===== src/rtl/env_seq_pkg.sv =====
package env_seq_pkg;

  typedef enum logic [1:0] {
    FS_IDLE,
    FS_RD_VOL,
    FS_RD_LEN,
    FS_COMMIT
  } fetchState_t;

  // strobes from the fetch control to the datapath
  typedef struct packed {
    logic rdVol;   // volume byte address on the ROM port
    logic rdLen;   // length byte address on the ROM port, volume byte arriving
    logic commit;  // length byte arriving, finish the entry
  } fetchStrobe_t;

endpackage


===== src/rtl/env_seq_ctrl.sv =====
module env_seq_ctrl
  import env_seq_pkg::*;
#(
  parameter int NUM_CH = 3,
  parameter int SEL_W  = (NUM_CH > 1) ? $clog2(NUM_CH) : 1
) (
  input  logic               clk,
  input  logic               rstN,
  input  logic [NUM_CH-1:0]  needFetch,
  input  logic [NUM_CH-1:0]  start,
  output fetchStrobe_t       strobe,
  output logic [SEL_W-1:0]   sel
);

  fetchState_t      state;
  logic [SEL_W-1:0] lastGrant;
  logic [SEL_W-1:0] pick;
  logic             pickValid;
  logic             selRestart;

  // round-robin search starting after the last granted channel
  always_comb begin
    int idx;
    pickValid = 1'b0;
    pick      = lastGrant;
    for (int i = 1; i <= NUM_CH; i++) begin
      idx = (int'(lastGrant) + i) % NUM_CH;
      if (!pickValid && needFetch[idx]) begin
        pickValid = 1'b1;
        pick      = SEL_W'(idx);
      end
    end
  end

  assign selRestart = start[sel];

  always_ff @(posedge clk or negedge rstN) begin
    if (!rstN) begin
      state     <= FS_IDLE;
      sel       <= '0;
      lastGrant <= SEL_W'(NUM_CH - 1);
    end else begin
      case (state)
        FS_IDLE: begin
          if (pickValid) begin
            sel       <= pick;
            lastGrant <= pick;
            state     <= FS_RD_VOL;
          end
        end
        FS_RD_VOL: state <= selRestart ? FS_IDLE : FS_RD_LEN;
        FS_RD_LEN: state <= selRestart ? FS_IDLE : FS_COMMIT;
        default:   state <= FS_IDLE;
      endcase
    end
  end

  always_comb begin
    strobe.rdVol  = (state == FS_RD_VOL);
    strobe.rdLen  = (state == FS_RD_LEN);
    strobe.commit = (state == FS_COMMIT) && !selRestart;
  end

endmodule


===== src/rtl/env_seq_dp.sv =====
module env_seq_dp
  import env_seq_pkg::*;
#(
  parameter int                  NUM_CH       = 3,
  parameter int                  ADDR_W       = 16,
  parameter int                  PAGE_W       = 8,
  parameter int                  DATA_W       = 8,
  parameter int                  VOL_W        = 4,
  parameter int                  REG_ADDR_W   = 8,
  parameter logic [REG_ADDR_W-1:0] VOL_REG_BASE = 8'h08,
  parameter int                  SEL_W        = (NUM_CH > 1) ? $clog2(NUM_CH) : 1
) (
  input  logic                     clk,
  input  logic                     rstN,
  input  logic [NUM_CH-1:0]        start,
  input  logic [NUM_CH*ADDR_W-1:0] baseAddr,
  input  logic                     tick,
  input  fetchStrobe_t             strobe,
  input  logic [SEL_W-1:0]         sel,
  input  logic [DATA_W-1:0]        romData,
  output logic [ADDR_W-1:0]        romAddr,
  output logic                     romRd,
  output logic [NUM_CH-1:0]        needFetch,
  output logic                     regWe,
  output logic [REG_ADDR_W-1:0]    regAddr,
  output logic [DATA_W-1:0]        regData
);

  localparam int HI_W = ADDR_W - PAGE_W;

  logic [ADDR_W-1:0] ptr    [NUM_CH];
  logic [DATA_W-1:0] hold   [NUM_CH];
  logic              pend   [NUM_CH];
  logic              active [NUM_CH];
  logic [VOL_W-1:0]  volLatch;
  logic [ADDR_W-1:0] selPtr;

  for (genvar g = 0; g < NUM_CH; g++) begin : g_ch
    always_ff @(posedge clk or negedge rstN) begin
      if (!rstN) begin
        ptr[g]    <= '0;
        hold[g]   <= '0;
        pend[g]   <= 1'b0;
        active[g] <= 1'b0;
      end else if (start[g]) begin
        ptr[g]    <= baseAddr[g*ADDR_W +: ADDR_W];
        pend[g]   <= 1'b1;
        active[g] <= 1'b1;
      end else if (strobe.commit && sel == SEL_W'(g)) begin
        ptr[g]  <= {ptr[g][ADDR_W-1:PAGE_W], ptr[g][PAGE_W-1:0] + PAGE_W'(2)};
        hold[g] <= (romData == '0) ? DATA_W'(1) : romData;
        pend[g] <= 1'b0;
      end else if (tick && active[g] && !pend[g]) begin
        if (hold[g] == DATA_W'(1)) pend[g] <= 1'b1;
        else                       hold[g] <= hold[g] - 1'b1;
      end
    end
    assign needFetch[g] = pend[g];
  end

  // ROM port: volume byte at the pointer, length byte at the next in-page offset
  assign selPtr  = ptr[sel];
  assign romAddr = {selPtr[ADDR_W-1:ADDR_W-HI_W], selPtr[PAGE_W-1:0] + PAGE_W'(strobe.rdLen)};
  assign romRd   = strobe.rdVol | strobe.rdLen;

  always_ff @(posedge clk or negedge rstN) begin
    if (!rstN) volLatch <= '0;
    else if (strobe.rdLen) volLatch <= romData[VOL_W-1:0];
  end

  always_ff @(posedge clk or negedge rstN) begin
    if (!rstN) begin
      regWe   <= 1'b0;
      regAddr <= '0;
      regData <= '0;
    end else begin
      regWe <= strobe.commit;
      if (strobe.commit) begin
        regAddr <= VOL_REG_BASE + REG_ADDR_W'(sel);
        regData <= {{(DATA_W-VOL_W){1'b0}}, volLatch};
      end
    end
  end

endmodule


===== src/rtl/env_seq.sv =====
module env_seq
  import env_seq_pkg::*;
#(
  parameter int                    NUM_CH       = 3,
  parameter int                    ADDR_W       = 16,
  parameter int                    PAGE_W       = 8,
  parameter int                    DATA_W       = 8,
  parameter int                    VOL_W        = 4,
  parameter int                    REG_ADDR_W   = 8,
  parameter logic [REG_ADDR_W-1:0] VOL_REG_BASE = 8'h08
) (
  input  logic                     clk,
  input  logic                     rstN,
  input  logic [NUM_CH-1:0]        start,
  input  logic [NUM_CH*ADDR_W-1:0] baseAddr,
  input  logic                     tick,
  output logic [ADDR_W-1:0]        romAddr,
  output logic                     romRd,
  input  logic [DATA_W-1:0]        romData,
  output logic                     regWe,
  output logic [REG_ADDR_W-1:0]    regAddr,
  output logic [DATA_W-1:0]        regData
);

  localparam int SEL_W = (NUM_CH > 1) ? $clog2(NUM_CH) : 1;

  fetchStrobe_t      strobe;
  logic [SEL_W-1:0]  sel;
  logic [NUM_CH-1:0] needFetch;

  env_seq_ctrl #(.NUM_CH(NUM_CH), .SEL_W(SEL_W)) i_ctrl (
    .clk      (clk),
    .rstN     (rstN),
    .needFetch(needFetch),
    .start    (start),
    .strobe   (strobe),
    .sel      (sel)
  );

  env_seq_dp #(
    .NUM_CH(NUM_CH), .ADDR_W(ADDR_W), .PAGE_W(PAGE_W), .DATA_W(DATA_W),
    .VOL_W(VOL_W), .REG_ADDR_W(REG_ADDR_W), .VOL_REG_BASE(VOL_REG_BASE), .SEL_W(SEL_W)
  ) i_dp (
    .clk      (clk),
    .rstN     (rstN),
    .start    (start),
    .baseAddr (baseAddr),
    .tick     (tick),
    .strobe   (strobe),
    .sel      (sel),
    .romData  (romData),
    .romAddr  (romAddr),
    .romRd    (romRd),
    .needFetch(needFetch),
    .regWe    (regWe),
    .regAddr  (regAddr),
    .regData  (regData)
  );

endmodule


===== config.mk =====
export PLATFORM = sky130hd
export DESIGN_NAME = env_seq
export DESIGN_NICKNAME = d
export VERILOG_FILES = /design/src/rtl/env_seq_pkg.sv /design/src/rtl/env_seq_ctrl.sv /design/src/rtl/env_seq_dp.sv /design/src/rtl/env_seq.sv
export SDC_FILE = /design/constraint.sdc
export NUM_CORES = 1
export LEC_CHECK = 0
export ABC_AREA = 1
export BUFFER_PORTS_ARGS = -buffer_cell sky130_fd_sc_hd__buf_2
export CAP_MARGIN = 20
export CORE_UTILIZATION = 60
export CTS_BUF_LIST = sky130_fd_sc_hd__clkbuf_8
export CTS_CLUSTER_SIZE = 24
export DETAILED_ROUTE_END_ITERATION = 8
export PLACE_DENSITY = 0.86
export SLEW_MARGIN = 20
export SYNTH_ARGS = -nofsm -noshare
export SYNTH_HDL_FRONTEND = slang
export SYNTH_SLANG_ARGS = --single-unit

===== constraint.sdc =====
create_clock -name clk -period 4.93 [get_ports clk]
set_clock_uncertainty 0.1 [all_clocks]
set_input_delay 0.493 -clock clk [delete_from_list [all_inputs] [get_ports clk]]
set_output_delay 0.493 -clock clk [all_outputs]
set_load 0.03 [all_outputs]

==> Implementation_results.wiki <==
{| class="wikitable"
! Metric !! Value
|-
| Result of the run || complete, no violations
|-
| Multi-input combinational cell area || 2816 sq um
|-
| Buffer type at the clock tree root || sky130_fd_sc_hd__clkbuf_8
|-
| Number of buffer and inverter instances along the worst setup path || 2
|-
| Width of the die || 99.36 um
|-
| Min-delay worst type || in2async
|-
| VDD IR-drop max || 0.3257 mV
|-
| Total number of vias || 5361
|-
| Share of final-layout standard cells stronger than drive strength 1 || 0.1450
|-
| Number of nets in the final layout || 938
|-
| Fraction of registers with async set or reset after synthesis || 1.000
|-
| Die height || 99.36 um
|-
| Worst Setup Path Type || reg2out
|-
| Total count of hold-check failures in the final report || 0
|-
| Number of hold buffers added after CTS || 0
|-
| TritonCTS clock tree || done
|-
| Site row count || 35
|-
| Highest attainable clock frequency || 256.6 MHz
|-
| Most frequent cell after synthesis || sky130_fd_sc_hd__nand2_1
|-
| Power Total || 3.269 mW
|-
| Count of filler cells inserted in the layout || 774
|-
| Num ports || 96
|-
| Starting density of the core || 0.6184
|-
| Clk sinks || 95
|-
| Post-CTS Resized || 0
|-
| Total of endpoints with negative setup slack in the final report || 0
|-
| Worst-skew pair later-pin latency || 380 ps
|-
| Sum of negative setup slack || 0 ps
|-
| Number of cells in the finished layout apart from fillers || 973
|-
| Estimated wirelength of the detail-placed design || 10.24 mm
|-
| Average wire per standard cell || 14.25 um
|-
| Clock Path Buffers || 2
|-
| Required @ worst endpoint || 4340 ps
|-
| Detail-routed via count per cell || 5.510
|-
| Total clock buffers created by CTS || 9
|-
| Number of diodes added for antenna fixing || 0
|-
| Placed Cells || 957
|-
| Headroom to the max-slew limit || 0.4231
|-
| Cell repeated most along the worst path || sky130_fd_sc_hd__ha_1
|-
| Setup Buffers After CTS || 0
|-
| Endpoint class of the critical path || output pin
|-
| Number of violations of the max-capacitance limit || 0
|-
| Wirelength, routed || 13.86 mm
|-
| Cell taking the most area after synthesis || sky130_fd_sc_hd__dfrtp_1
|-
| Clock-pin slew reported for the worst setup and hold paths after clock tree synthesis || 90 ps
|-
| Gate count after technology mapping || 782
|-
| RSZ-0062 raised after global routing || no
|-
| Largest driver fanout on the critical path || 16
|-
| Commonest cells post-synth || sky130_fd_sc_hd__nand2_1 (305), sky130_fd_sc_hd__dfrtp_1 (94), sky130_fd_sc_hd__inv_1 (84), sky130_fd_sc_hd__nand3_1 (69), sky130_fd_sc_hd__o21ai_0 (48)
|-
| Measured slew at the worst slew-check pin || 864.4 ps
|-
| Number of iterations in the first detailed-routing pass || 5
|-
| Detail Route Antenna Nets || 0
|-
| Register area || 2379 sq um
|-
| Die Footprint || 9871 sq um
|-
| Type of element launching the critical path || flop
|-
| Synthesis warning total || 0
|-
| Crit path time final || 3897 ps
|-
| #FFs+latches synth || 95
|-
| Number of max-slew violations in the final report || 0
|-
| H-tree Lvls || 3
|-
| LEAKAGE || 3.387 nW
|-
| Top post-synthesis cells by area || sky130_fd_sc_hd__dfrtp_1 (41%), sky130_fd_sc_hd__nand2_1 (20%), sky130_fd_sc_hd__nand3_1 (6.1%)
|-
| Number of enable flip-flop cells after synthesis || 0
|-
| Crit path max-delay family || buffers and inverters
|-
| Most used flip-flop cell after synthesis || sky130_fd_sc_hd__dfrtp_1
|-
| Final weighted congestion of routability-driven global placement || 0.9406
|-
| Mean Syn Cell Area || 7.272 sq um
|-
| Maximum number of pins on one net before global-route repair || 55
|-
| Worst setup startpoint || i_ctrl.lastGrant[0]$_DFFE_PN0P_
|-
| Area of the placeable core || 9196 sq um
|-
| Initial drt markers || 341
|-
| Global-route wire length before repair || 23.15 mm
|-
| Worst path max stage delay || 570 ps
|-
| Vias in the first global route || 5092
|-
| Number of antenna violations at the first check in global routing || 0
|-
| Total global-route track usage || 0.2981
|-
| Layout overhead on the synthesized area || 11.07%
|-
| DRC violations left || 0
|-
| Signal arrival time at the worst endpoint || 3300 ps
|-
| Worst-path cell chain || nor2_2, clkinv_1, o221ai_1, ha_1, ha_1, nand3_1, xnor2_1, buf_2
|-
| Crit share post-route || 0.7905
|-
| Synth Cell Area || 5687 sq um
|-
| Critical R2R Launch || i_ctrl.lastGrant[0]$_DFFE_PN0P_
|-
| Global route total overflow || 0
|-
| Critical-path top delay cell || sky130_fd_sc_hd__nor2_2
|-
| Port Buffer Count || 86
|-
| Power density relative to cell area || 517.6 nW/um^2
|-
| Share of Yosys cell area claimed by the top area cell type || 0.4136
|-
| Distinct cell type count after synthesis || 37
|-
| Final hold slack || 1.453 ps
|-
| Utilization after layout || 0.6868
|-
| Post-synthesis sequential area ratio || 0.4183
|}
[where the power goes]
group          total [mW]  switching (mW)  internal [mW]
clock network       0.528           0.291          0.236
registers            1.13           0.162          0.972
logic                1.61            1.09          0.521
total                3.27            1.54           1.73
[final timing paths]
check                                              endpoint  slack, ps  cells past startpoint
worst max-delay path                             romAddr[4]       1030                      8
worst min-delay path              i_dp.hold[20]$_DFFE_PN0P_          1                      1
worst max register to register    i_dp.hold[10]$_DFFE_PN0P_       1840                     10
worst min register to register  i_dp.regAddr[3]$_DFFE_PN0P_        370                      1
max in group asynchronous          i_dp.ptr[46]$_DFFE_PN0P_       3640                      2
min in group clk                   i_dp.ptr[26]$_DFFE_PN0P_        210                      3
[kinds of logic after synthesis]
logic type | count (synthesis) | share of synthesized area
AND/OR/NAND/NOR | 437 | 0.3230
buffers and inverters | 123 | 0.09175
flip-flops | 95 | 0.4183
AO/OA/AOI/OAI | 82 | 0.08603
XOR/XNOR | 25 | 0.03850
adder cells (fa/ha/maj) | 19 | 0.04180
other | 1 | 0.0006594
[stage by stage]
stage | setup slack, ps | cell area (sq um)
6_report | 1033 | 6316
3_5_place_dp | 1463 | 6120
2_1_floorplan | 1965 | 5717
5_1_grt | 773.5 | 6316
4_1_cts | 1057 | 6316
3_3_place_gp | 1581 | 6120
[cell type report]
cell class	count	area share
Inverter	92	0.05468
Clock inverter	7	0.01149
Tap cell	111	0.02199
Sequential cell	95	0.3766
Timing Repair Buffer	87	0.06973
Clock buffer	9	0.01961
Multi-Input combinational cell	572	0.4459
[flip-flops by register name, summed over array words and instances (netlist names)]
signal            count
i_ctrl.lastGrant      2
i_dp.regAddr          3
i_dp.volLatch         4
i_ctrl.state          2
i_dp.regWe            1
i_dp.active           3
i_dp.needFetch        3
i_ctrl.sel            1
i_dp.regData          4
i_dp.ptr             48
i_dp.hold            24
[layout by cell type (no fill, tap or decap), types with 3 or more instances in the layout]
master and instances:
sky130_fd_sc_hd__clkinv_1 3, sky130_fd_sc_hd__nor2_1 22, sky130_fd_sc_hd__nor3_1 9, sky130_fd_sc_hd__clkbuf_8 9, sky130_fd_sc_hd__o21ai_0 48, sky130_fd_sc_hd__or2_2 5, sky130_fd_sc_hd__nand3_1 69, sky130_fd_sc_hd__inv_1 85
sky130_fd_sc_hd__inv_2 5, sky130_fd_sc_hd__ha_1 19, sky130_fd_sc_hd__o221ai_1 10, sky130_fd_sc_hd__dfrtp_1 94, sky130_fd_sc_hd__o211ai_1 11, sky130_fd_sc_hd__nand3b_1 4, sky130_fd_sc_hd__nand2_1 305, sky130_fd_sc_hd__nand4_1 9
sky130_fd_sc_hd__a21oi_1 5, sky130_fd_sc_hd__xor2_1 19, sky130_fd_sc_hd__buf_2 85, sky130_fd_sc_hd__conb_1 9, sky130_fd_sc_hd__nor2_2 6, sky130_fd_sc_hd__nand2_2 3, sky130_fd_sc_hd__xnor2_1 6
[layer usage]
metal  share of wire  vias to the layer above  GRT usage
li1                -                     2610          -
met1            0.42                     2506     0.3713
met2            0.49                      214     0.5160
met3           0.059                       31    0.03584
met4           0.026                        0     0.1448
met5               0                        -          0
No activity file was read; power rests on OpenSTA's default activity.
